**config.mk**
```make
export PLATFORM = sky130hd
export DESIGN_NAME = dec_boxcar_avg
export DESIGN_NICKNAME = d
export VERILOG_FILES = /design/src/rtl/avg_pkg.sv /design/src/rtl/dec_ratio_ctl.sv /design/src/rtl/dec_accum.sv /design/src/rtl/dec_scaler.sv /design/src/rtl/dec_boxcar_avg.sv
export SDC_FILE = /design/constraint.sdc
export NUM_CORES = 1
export LEC_CHECK = 0
export BUFFER_PORTS_ARGS = -buffer_cell sky130_fd_sc_hd__buf_4
export CORE_UTILIZATION = 30
export CTS_CLUSTER_SIZE = 24
export DETAILED_ROUTE_END_ITERATION = 10
export MAX_ROUTING_LAYER = met4
export PLACE_DENSITY_LB_ADDON = 0.1
export SYNTH_ARGS = -nofsm -noshare
export SYNTH_HDL_FRONTEND = slang
export SYNTH_SLANG_ARGS = --single-unit
```
**constraint.sdc**
```tcl
create_clock -name clk -period 10.5 [get_ports clk]
set_clock_uncertainty 0.15 [all_clocks]
set_input_delay 2.1 -clock clk [delete_from_list [all_inputs] [get_ports clk]]
set_output_delay 2.1 -clock clk [all_outputs]
set_load 0.02 [all_outputs]
```
**src/rtl/avg_pkg.sv**
```systemverilog
package avg_pkg;

  typedef enum logic [1:0] {
    SEL_X4  = 2'b00,
    SEL_X2  = 2'b01,
    SEL_X1  = 2'b10,
    SEL_X1B = 2'b11
  } ratio_code_e;

  // samples per stage for a selector code
  function automatic int stage_len(logic [1:0] code, int base, int mult);
    case (ratio_code_e'(code))
      SEL_X4:  return 4 * base * mult;
      SEL_X2:  return 2 * base * mult;
      default: return base * mult;
    endcase
  endfunction

  // rounded reciprocal: 2^sh / (n * maxs)
  function automatic longint unsigned recip_q(int n, int maxs, int sh);
    longint unsigned den;
    den = longint'(n) * longint'(maxs);
    return ((64'd1 << sh) + den / 2) / den;
  endfunction

endpackage

```
**src/rtl/dec_ratio_ctl.sv**
```systemverilog
module dec_ratio_ctl #(
  parameter int SAMPLE_W   = 1,
  parameter int BASE_RATIO = 64,
  parameter int OSR_MULT   = 3,
  parameter int RES_W      = 16,
  parameter int FRAC_W     = 16,
  parameter int CNT_W      = 10,
  parameter int K_W        = 32
) (
  input  logic             clk,
  input  logic             rst,
  input  logic             start,
  input  logic [1:0]       sel,
  output logic [CNT_W-1:0] tgt_n,
  output logic [K_W-1:0]   tgt_k
);
  localparam int MAXS = (1 << SAMPLE_W) - 1;

  logic [CNT_W-1:0] lut_n [4];
  logic [K_W-1:0]   lut_k [4];

  for (genvar g = 0; g < 4; g++) begin : g_lut
    localparam int N = avg_pkg::stage_len(2'(g), BASE_RATIO, OSR_MULT);
    assign lut_n[g] = CNT_W'(N);
    assign lut_k[g] = K_W'(avg_pkg::recip_q(N, MAXS, RES_W + FRAC_W));
  end

  always_ff @(posedge clk) begin
    if (rst) begin
      tgt_n <= lut_n[0];
      tgt_k <= lut_k[0];
    end else if (start) begin
      tgt_n <= lut_n[sel];
      tgt_k <= lut_k[sel];
    end
  end


  tgt_hold_chk: assert property (@(posedge clk) disable iff (rst)
    !start |=> ($stable(tgt_n) && $stable(tgt_k)));

endmodule

```
**src/rtl/dec_accum.sv**
```systemverilog
module dec_accum #(
  parameter int SAMPLE_W = 1,
  parameter int CNT_W    = 10,
  parameter int SUM_W    = 10
) (
  input  logic                clk,
  input  logic                rst,
  input  logic                start,
  input  logic                smp_stb,
  input  logic [SAMPLE_W-1:0] smp,
  input  logic [CNT_W-1:0]    tgt,
  output logic [SUM_W-1:0]    acc,
  output logic                fin
);
  logic             active;
  logic [CNT_W-1:0] cnt;
  logic [CNT_W-1:0] cnt_nx;

  assign cnt_nx = cnt + CNT_W'(1);

  always_ff @(posedge clk) begin
    if (rst) begin
      active <= 1'b0;
      cnt    <= '0;
      acc    <= '0;
      fin    <= 1'b0;
    end else begin
      fin <= 1'b0;
      if (start) begin
        active <= 1'b1;
        cnt    <= '0;
        acc    <= '0;
      end else if (active && smp_stb) begin
        acc <= acc + SUM_W'(smp);
        cnt <= cnt_nx;
        if (cnt_nx == tgt) begin
          active <= 1'b0;
          fin    <= 1'b1;
        end
      end
    end
  end


  idle_hold_chk: assert property (@(posedge clk) disable iff (rst)
    (!active && !start) |=> $stable(acc));

  cnt_bound_chk: assert property (@(posedge clk) disable iff (rst)
    cnt <= tgt);

  fin_pulse_chk: assert property (@(posedge clk) disable iff (rst)
    fin |=> !fin);

endmodule

```
**src/rtl/dec_scaler.sv**
```systemverilog
module dec_scaler #(
  parameter int SUM_W  = 10,
  parameter int K_W    = 32,
  parameter int RES_W  = 16,
  parameter int FRAC_W = 16
) (
  input  logic             clk,
  input  logic             rst,
  input  logic             fin,
  input  logic [SUM_W-1:0] acc,
  input  logic [K_W-1:0]   recip,
  output logic             res_vld,
  output logic [RES_W-1:0] res
);
  localparam int P_W = SUM_W + K_W;
  localparam int Q_W = P_W - FRAC_W;
  localparam logic [Q_W-1:0] RES_MAX = Q_W'((64'd1 << RES_W) - 1);

  logic [P_W-1:0]   prod;
  logic [Q_W-1:0]   q;
  logic [RES_W-1:0] sat;

  always_comb begin
    prod = P_W'(acc) * P_W'(recip) + P_W'(64'd1 << (FRAC_W - 1));
    q    = Q_W'(prod >> FRAC_W);
    sat  = (q > RES_MAX) ? RES_MAX[RES_W-1:0] : q[RES_W-1:0];
  end

  always_ff @(posedge clk) begin
    if (rst) begin
      res_vld <= 1'b0;
      res     <= '0;
    end else begin
      res_vld <= fin;
      if (fin) res <= sat;
    end
  end


  vld_pulse_chk: assert property (@(posedge clk) disable iff (rst)
    res_vld |=> !res_vld);

  res_hold_chk: assert property (@(posedge clk) disable iff (rst)
    !fin |=> $stable(res));

  res_lat_chk: assert property (@(posedge clk) disable iff (rst)
    fin |=> res_vld);

endmodule

```
**src/rtl/dec_boxcar_avg.sv**
```systemverilog
module dec_boxcar_avg #(
  parameter int SAMPLE_W   = 1,
  parameter int BASE_RATIO = 64,
  parameter int OSR_MULT   = 3,
  parameter int RES_W      = 16,
  parameter int FRAC_W     = 16
) (
  input  logic                clk,
  input  logic                rst,
  input  logic                stage_start,
  input  logic [1:0]          ratio_sel,
  input  logic                smp_stb,
  input  logic [SAMPLE_W-1:0] smp_data,
  output logic                avg_valid,
  output logic [RES_W-1:0]    avg_out
);
  localparam int MAX_N = 4 * BASE_RATIO * OSR_MULT;
  localparam int CNT_W = $clog2(MAX_N + 1);
  localparam int SUM_W = $clog2(MAX_N * ((1 << SAMPLE_W) - 1) + 1);
  localparam int K_W   = RES_W + FRAC_W;

  logic [CNT_W-1:0] tgt_n;
  logic [K_W-1:0]   tgt_k;
  logic [SUM_W-1:0] acc;
  logic             fin;

  dec_ratio_ctl #(
    .SAMPLE_W(SAMPLE_W), .BASE_RATIO(BASE_RATIO), .OSR_MULT(OSR_MULT),
    .RES_W(RES_W), .FRAC_W(FRAC_W), .CNT_W(CNT_W), .K_W(K_W)
  ) u_ratio (
    .clk(clk), .rst(rst), .start(stage_start), .sel(ratio_sel),
    .tgt_n(tgt_n), .tgt_k(tgt_k)
  );

  dec_accum #(
    .SAMPLE_W(SAMPLE_W), .CNT_W(CNT_W), .SUM_W(SUM_W)
  ) u_accum (
    .clk(clk), .rst(rst), .start(stage_start), .smp_stb(smp_stb),
    .smp(smp_data), .tgt(tgt_n), .acc(acc), .fin(fin)
  );

  dec_scaler #(
    .SUM_W(SUM_W), .K_W(K_W), .RES_W(RES_W), .FRAC_W(FRAC_W)
  ) u_scaler (
    .clk(clk), .rst(rst), .fin(fin), .acc(acc), .recip(tgt_k),
    .res_vld(avg_valid), .res(avg_out)
  );

endmodule

```
Word-level counts from Yosys, hierarchy flattened
Cells that the tools add are included.
{"block": "word_totals", "register_bits": 81, "input_bits": 7, "out_inout_bits": 17}
{"block": "classes", "add_sub_neg": 3, "n_mul": 1, "magnitude_cmp": 2, "eq_ne": 1, "muxes": 11, "bitwise_logic": 2, "reduce_logical": 6}
{"cell": "32-bit binary-select mux with 2-bit select", "count": 1}
{"cell": "32-bit 2-to-1 mux", "count": 2}
{"cell": "42-bit by 16-bit adder with 42-bit output (second input constant)", "count": 1}
{"cell": "10-bit by 32-bit multiplier with 42-bit output", "count": 1}
{"cell": "26-bit by 16-bit greater-than comparator with 1-bit output (second input constant)", "count": 1}
{"cell": "10-bit binary-select mux with 2-bit select", "count": 1}
{"cell": "10-bit 2-to-1 mux", "count": 2}
{"cell": "16-bit 2-to-1 mux", "count": 1}
{"cell": "10-bit by 1-bit adder with 10-bit output", "count": 1}
{"cell": "10-bit by 1-bit adder with 10-bit output (second input constant)", "count": 1}
{"cell": "10-bit == test", "count": 1}
{"cell": "1-bit 2-to-1 mux", "count": 4}
{"cell": "2-bit nonzero test", "count": 2}
{"cell": "3-bit greater-or-equal comparator (second input constant)", "count": 1}
{"cell": "2-bit NOT with 3-bit output", "count": 1}
{"cell": "3-bit OR reduction", "count": 1}
{"cell": "2-bit AND reduction", "count": 1}
{"cell": "2-bit OR reduction", "count": 1}
{"cell": "1-bit logical AND", "count": 1}
{"cell": "1-bit NOT", "count": 1}

Longest topological paths before layout
{"block": "logic_depth", "ltp_word": 5, "depth_mapped": 28, "depth_no_buf": 24}

Cells and area by module
A second synthesis with hierarchy kept.
{"block": "hier_totals", "cells_unflattened": 1510, "area_unflattened_um2": 12806.0}
{"mod": "dec_scaler", "n_inst": 1, "cells_each": 1313, "area_per_inst_um2": 11158.2, "seq_area_each_um2": 340.3}
{"mod": "dec_accum", "n_inst": 1, "cells_each": 138, "area_per_inst_um2": 1143.6, "seq_area_each_um2": 440.4}
{"mod": "dec_ratio_ctl", "n_inst": 1, "cells_each": 59, "area_per_inst_um2": 504.2, "seq_area_each_um2": 120.1}

Worst setup path before layout
Ideal clock, no wire load.
{"block": "synth_path", "kind": "flip-flop to flip-flop", "from": "register u_ratio.tgt_k[22]", "to": "register u_scaler.res[10]", "setup_ps": 126, "arrival_ps": 5806, "path_slack_ps": 4419, "path_stages_with_launch": 26, "n_path_buf": 2, "cell_sequence": "dfxtp_1 -> clkbuf_1 -> and2_1 -> inv_1 -> ha_1 -> ha_1 -> or2_2 -> inv_1 -> fa_1 -> inv_1 -> fa_1 -> inv_1 -> fa_1 -> xor2_1 -> ha_1 -> o21bai_1 -> ha_1 -> nand4_2 -> nor3_1 -> a211oi_1 -> o221ai_2 -> o21ai_2 -> nand3_1 -> a2111oi_4 -> buf_6 -> a31oi_1"}
{"block": "synth_via", "elab_chain_cells": 4}
{"item": "start, declared", "line": "dec_ratio_ctl.sv:15", "rtl": "output logic [K_W-1:0] tgt_k"}
{"item": "start signal, assigned", "line": "dec_ratio_ctl.sv:31", "rtl": "tgt_k <= lut_k[0];"}
{"item": "start signal, assigned", "line": "dec_ratio_ctl.sv:34", "rtl": "tgt_k <= lut_k[sel];"}
{"item": "10-bit by 32-bit multiplier with 42-bit output (*)", "line": "dec_scaler.sv:24", "rtl": "prod = P_W'(acc) * P_W'(recip) + P_W'(64'd1 << (FRAC_W - 1));"}
{"item": "42-bit by 16-bit adder with 42-bit output (*)", "line": "dec_scaler.sv:24"}
{"item": "26-bit by 16-bit greater-than comparator with 1-bit output", "line": "dec_scaler.sv:26", "rtl": "sat = (q > RES_MAX) ? RES_MAX[RES_W-1:0] : q[RES_W-1:0];"}
{"item": "16-bit 2-to-1 mux (*)", "line": "dec_scaler.sv:26"}
{"item": "end signal, assigned", "line": "dec_scaler.sv:35", "rtl": "if (fin) res <= sat;"}
{"item": "end, declared", "line": "dec_scaler.sv:13", "rtl": "output logic [RES_W-1:0] res"}
Every way passes the cells marked *; elsewhere a longest branch is shown, timed or not.
A chain may end at the register's enable or synchronous reset.

Worst setup path after layout
{"block": "layout_path", "from": "register u_ratio.tgt_k[23]", "to": "register u_scaler.res[7]"}
Same word-level chain as after synthesis.

==> parameters.txt <==
Parameter                              Value

Flow run
  Maximum capacitance violations    0

Yosys
  Post-synthesis async set-or-reset flop share    0%
  Area share of fa/ha/maj cells after synthesis    41.2%
  Synthesized-area fraction occupied by ao, oa, aoi and oai cells    14.4%
  Netlist cell types    60
  Flops & latches, synth    45
  Most used DFF post-synth    dfxtp_1
  Post-Synthesis Cells    750
  Count of flip-flops with a built-in enable after synthesis    0
  Proportion of synthesized chip area in sequential cells    13.6%
  Number of warnings issued by yosys    0
  Total nets after synthesis    932
  Post-synthesis cell area    6620 µm²
  Multiplexer fraction of the synthesized cell area    0.473%
  Parity-gate share of the synthesized area counting xor and xnor cells    7.00%
  Post-synthesis simple-gate area fraction    13.9%
  Main combinational cell family by area after synthesis    adder cells
  Average footprint of a synthesized cell    8.82 µm²

Floorplan
  Row count    53
  Die X    150 µm
  Placeable core region    21300 µm²
  Die Y    150 µm
  Overall die area    22600 µm²
  Starting utilization of the core area    31.1%
  I/O Pins    24

Global route
  Overflow left after global routing    0
  Global-route wire length before repair    26.8 mm
  Global-route total usage across every layer    15.8%
  Antenna violations before repair    0
  Maximum number of pins on one net before global-route repair    25
  Via count of the first global-routing pass    4967

STA
  Crit share post-route    68.5%
  Max-slew violation count    0
  Count of endpoints failing hold in the final timing report    0
  Setup repair after global routing missed its margin    no
  Fin Setup TNS    0 ns
  Post-route minimum period    7.19 ns
  Relative slew margins    36.5%
  Max Clk Rate    139 MHz
  Worst slew pin tran    0.953 ns
  Final setup viols    0

Drt
  DRC violation count after routing    0
  Length of routed met2 wiring    7.34 mm
  Met1 Routed Length    8.34 mm
  Number of vias per cell after detailed routing    4.84
  WL final    16.5 mm
  Number of nets still failing antenna checks after routing    0
  Routed wire length per instance    16.1 µm
  Number of DRC violations after detailed-routing iteration 0    209
  Via Count    4985
  Initial DRT Pass Iterations    4
  Top layer reached by signal wires    met4
  WL met3    648 µm

Clock tree
  TritonCTS clock tree    yes
  Clock Path Buffers    2
  Clock network latency to the later pin of the worst-skew pair    0.29 ns
  Post-CTS Setup Inserts    0
  Number of buffers created by CTS    5
  # clock sinks    45
  Number of hold-repair buffers added at the cts stage    0
  Number of gates given a new drive strength after cts    0
  Worst-path clk slew    0.07 ns
  H-Tree Level Count    2
  Clock root buffer master    clkbuf_16

Layout
  Final std cell area, no fill    7100 µm²
  Non-Filler Instances    1030
  Area Overhead vs Synth    7.38%
  Count of antenna diodes in the layout    0
  Commonest non-fill, non-tap cell in the layout    inv_1
  Combined area of the multi-input logic cells    5080 µm²
  Area used by sequential logic in the layout    901 µm²
  Fraction of final layout cells with drive strength greater than 1    6.62%
  Total Nets Final    936
  Total of fill cells in the finished design    2243
  Top library cells by usage in the layout, fill and taps aside    inv_1 (121), ha_1 (104), fa_1 (71)

Worst setup path
  Largest driver fanout on the critical path    16
  Worst setup EP type    flop
  Required time of the critical path    10.48 ns
  Crit path DAT    7.18 ns
  Element type at the critical path start    flop
  Critical path class    reg2reg

Power and ir drop
  Static power due to leakage    3.65 nW
  Worst IR Drop VDD    0.0481 mV
  Power per unit of standard cell area    50.0 nW/µm²

Placement
  Cells after DPL    1022
  Detail Placement HPWL    14.3 mm
  Final RePlAce weighted congestion    0.862
  Buffers on Ports    23
  Placed Instance Area    6960 µm²

Outcome
  Status    finished clean

Min path
  Class of the most critical hold timing path    reg2reg
[synth_stat cells (3+ instances only)]
library cell | instances | share of area, %
or2_2 | 5 | 0.47
a31oi_1 | 22 | 2.1
o22ai_1 | 3 | 0.28
a211oi_1 | 5 | 0.57
buf_2 | 3 | 0.23
nor2_1 | 41 | 2.3
ha_1 | 104 | 20
xnor2_1 | 23 | 3.0
a21o_1 | 7 | 0.79
clkbuf_1 | 10 | 0.57
o221ai_1 | 3 | 0.40
buf_6 | 5 | 0.85
dfxtp_1 | 45 | 14
or3_1 | 4 | 0.38
nand3_1 | 15 | 1.1
and2_1 | 19 | 1.8
o21ai_0 | 21 | 1.6
nor3_1 | 4 | 0.30
buf_4 | 5 | 0.57
and3_1 | 9 | 0.85
fa_1 | 71 | 21
nor4_1 | 3 | 0.28
inv_1 | 121 | 6.9
a21oi_1 | 43 | 3.3
nor3b_1 | 3 | 0.34
nand2_1 | 56 | 3.2
o21bai_1 | 22 | 2.5
nand4_1 | 13 | 1.2
xor2_1 | 28 | 3.7
[routing by layer]
layer	global-route usage (%)	vias to the layer above
li1	-	2515
met1	22.9	2392
met2	23.1	65
met3	2.15	13
met4	3.59	0
met5	-	-
[worst paths after layout]
kind,from,to,slack [ns],depth (start not counted)
hold reg to reg,u_ratio.tgt_n[9],u_ratio.tgt_n[9],0.34,2
setup / recovery,u_ratio.tgt_k[23],u_scaler.res[7],3.31,22
setup reg to reg,u_ratio.tgt_k[23],u_scaler.res[7],3.31,22
hold / removal,u_ratio.tgt_n[9],u_ratio.tgt_n[9],0.34,2
[stage by stage]
step	hold WS, ns	util, %	power [W]	worst slack (ns)
global route	0.368	33.4	0.000370	2.74
floorplan	0.292	-	0.000192	4.42
finish	0.339	33.4	0.000355	3.31
global placement	0.315	32.7	0.000198	3.39
detailed placement	0.333	32.7	0.000198	3.27
CTS	0.351	33.4	0.000361	3.20
[final cells by class]
cell class              instances  share of cell area (%)
clock buffers                   5                    1.76
repair buffers                 23                    2.43
flip-flops and latches         45                    12.7
well taps                     275                    4.84
multi-input cells             558                    71.6
clock inverters                 3                   0.317
inverters                     121                    6.39
[critical path, cell delays in order, from the launching register on]
cell	delay, ns
dfxtp_1	0.57
nand2_1	0.19
ha_1	0.34
ha_1	0.19
or2_2	0.30
inv_1	0.13
fa_1	0.44
inv_1	0.14
fa_1	0.50
inv_1	0.20
fa_1	0.45
xor2_1	0.18
ha_1	0.19
o21bai_1	0.19
ha_1	0.39
nand4_2	0.18
nor3_1	0.08
a211oi_1	0.47
o221ai_2	0.27
nor2_1	0.29
a21oi_1	0.16
a2111oi_4	0.84
a31oi_1	0.19
[cell families (layout without fill, tap and decap cells)]
logic type      after synthesis  after routing
fa+ha+maj                   175            175
mux                           3              3
compound gates              145            145
xor+xnor                     52             52
buf+inv                     147            152
simple gates                183            183
flops                        45             45
[power by group]
group | leakage, nW | switching, W | internal, W | total [W]
clock | 0.0738 | 0.0000728 | 0.0000887 | 0.000162
combinational | 3.21 | 0.0000106 | 0.00000748 | 0.0000181
sequential | 0.364 | 0.00000322 | 0.000172 | 0.000176
total | 3.65 | 0.0000866 | 0.000269 | 0.000355
[flip-flops by register name (all words and copies together), names as in the netlist]
name and count:
u_ratio.tgt_n 4, u_accum.fin 1, u_scaler.res 16, u_scaler.res_vld 1, u_accum.acc 10, u_ratio.tgt_k 2, u_accum.cnt 10, u_accum.active 1
No activity file was read; power rests on OpenSTA's default activity.
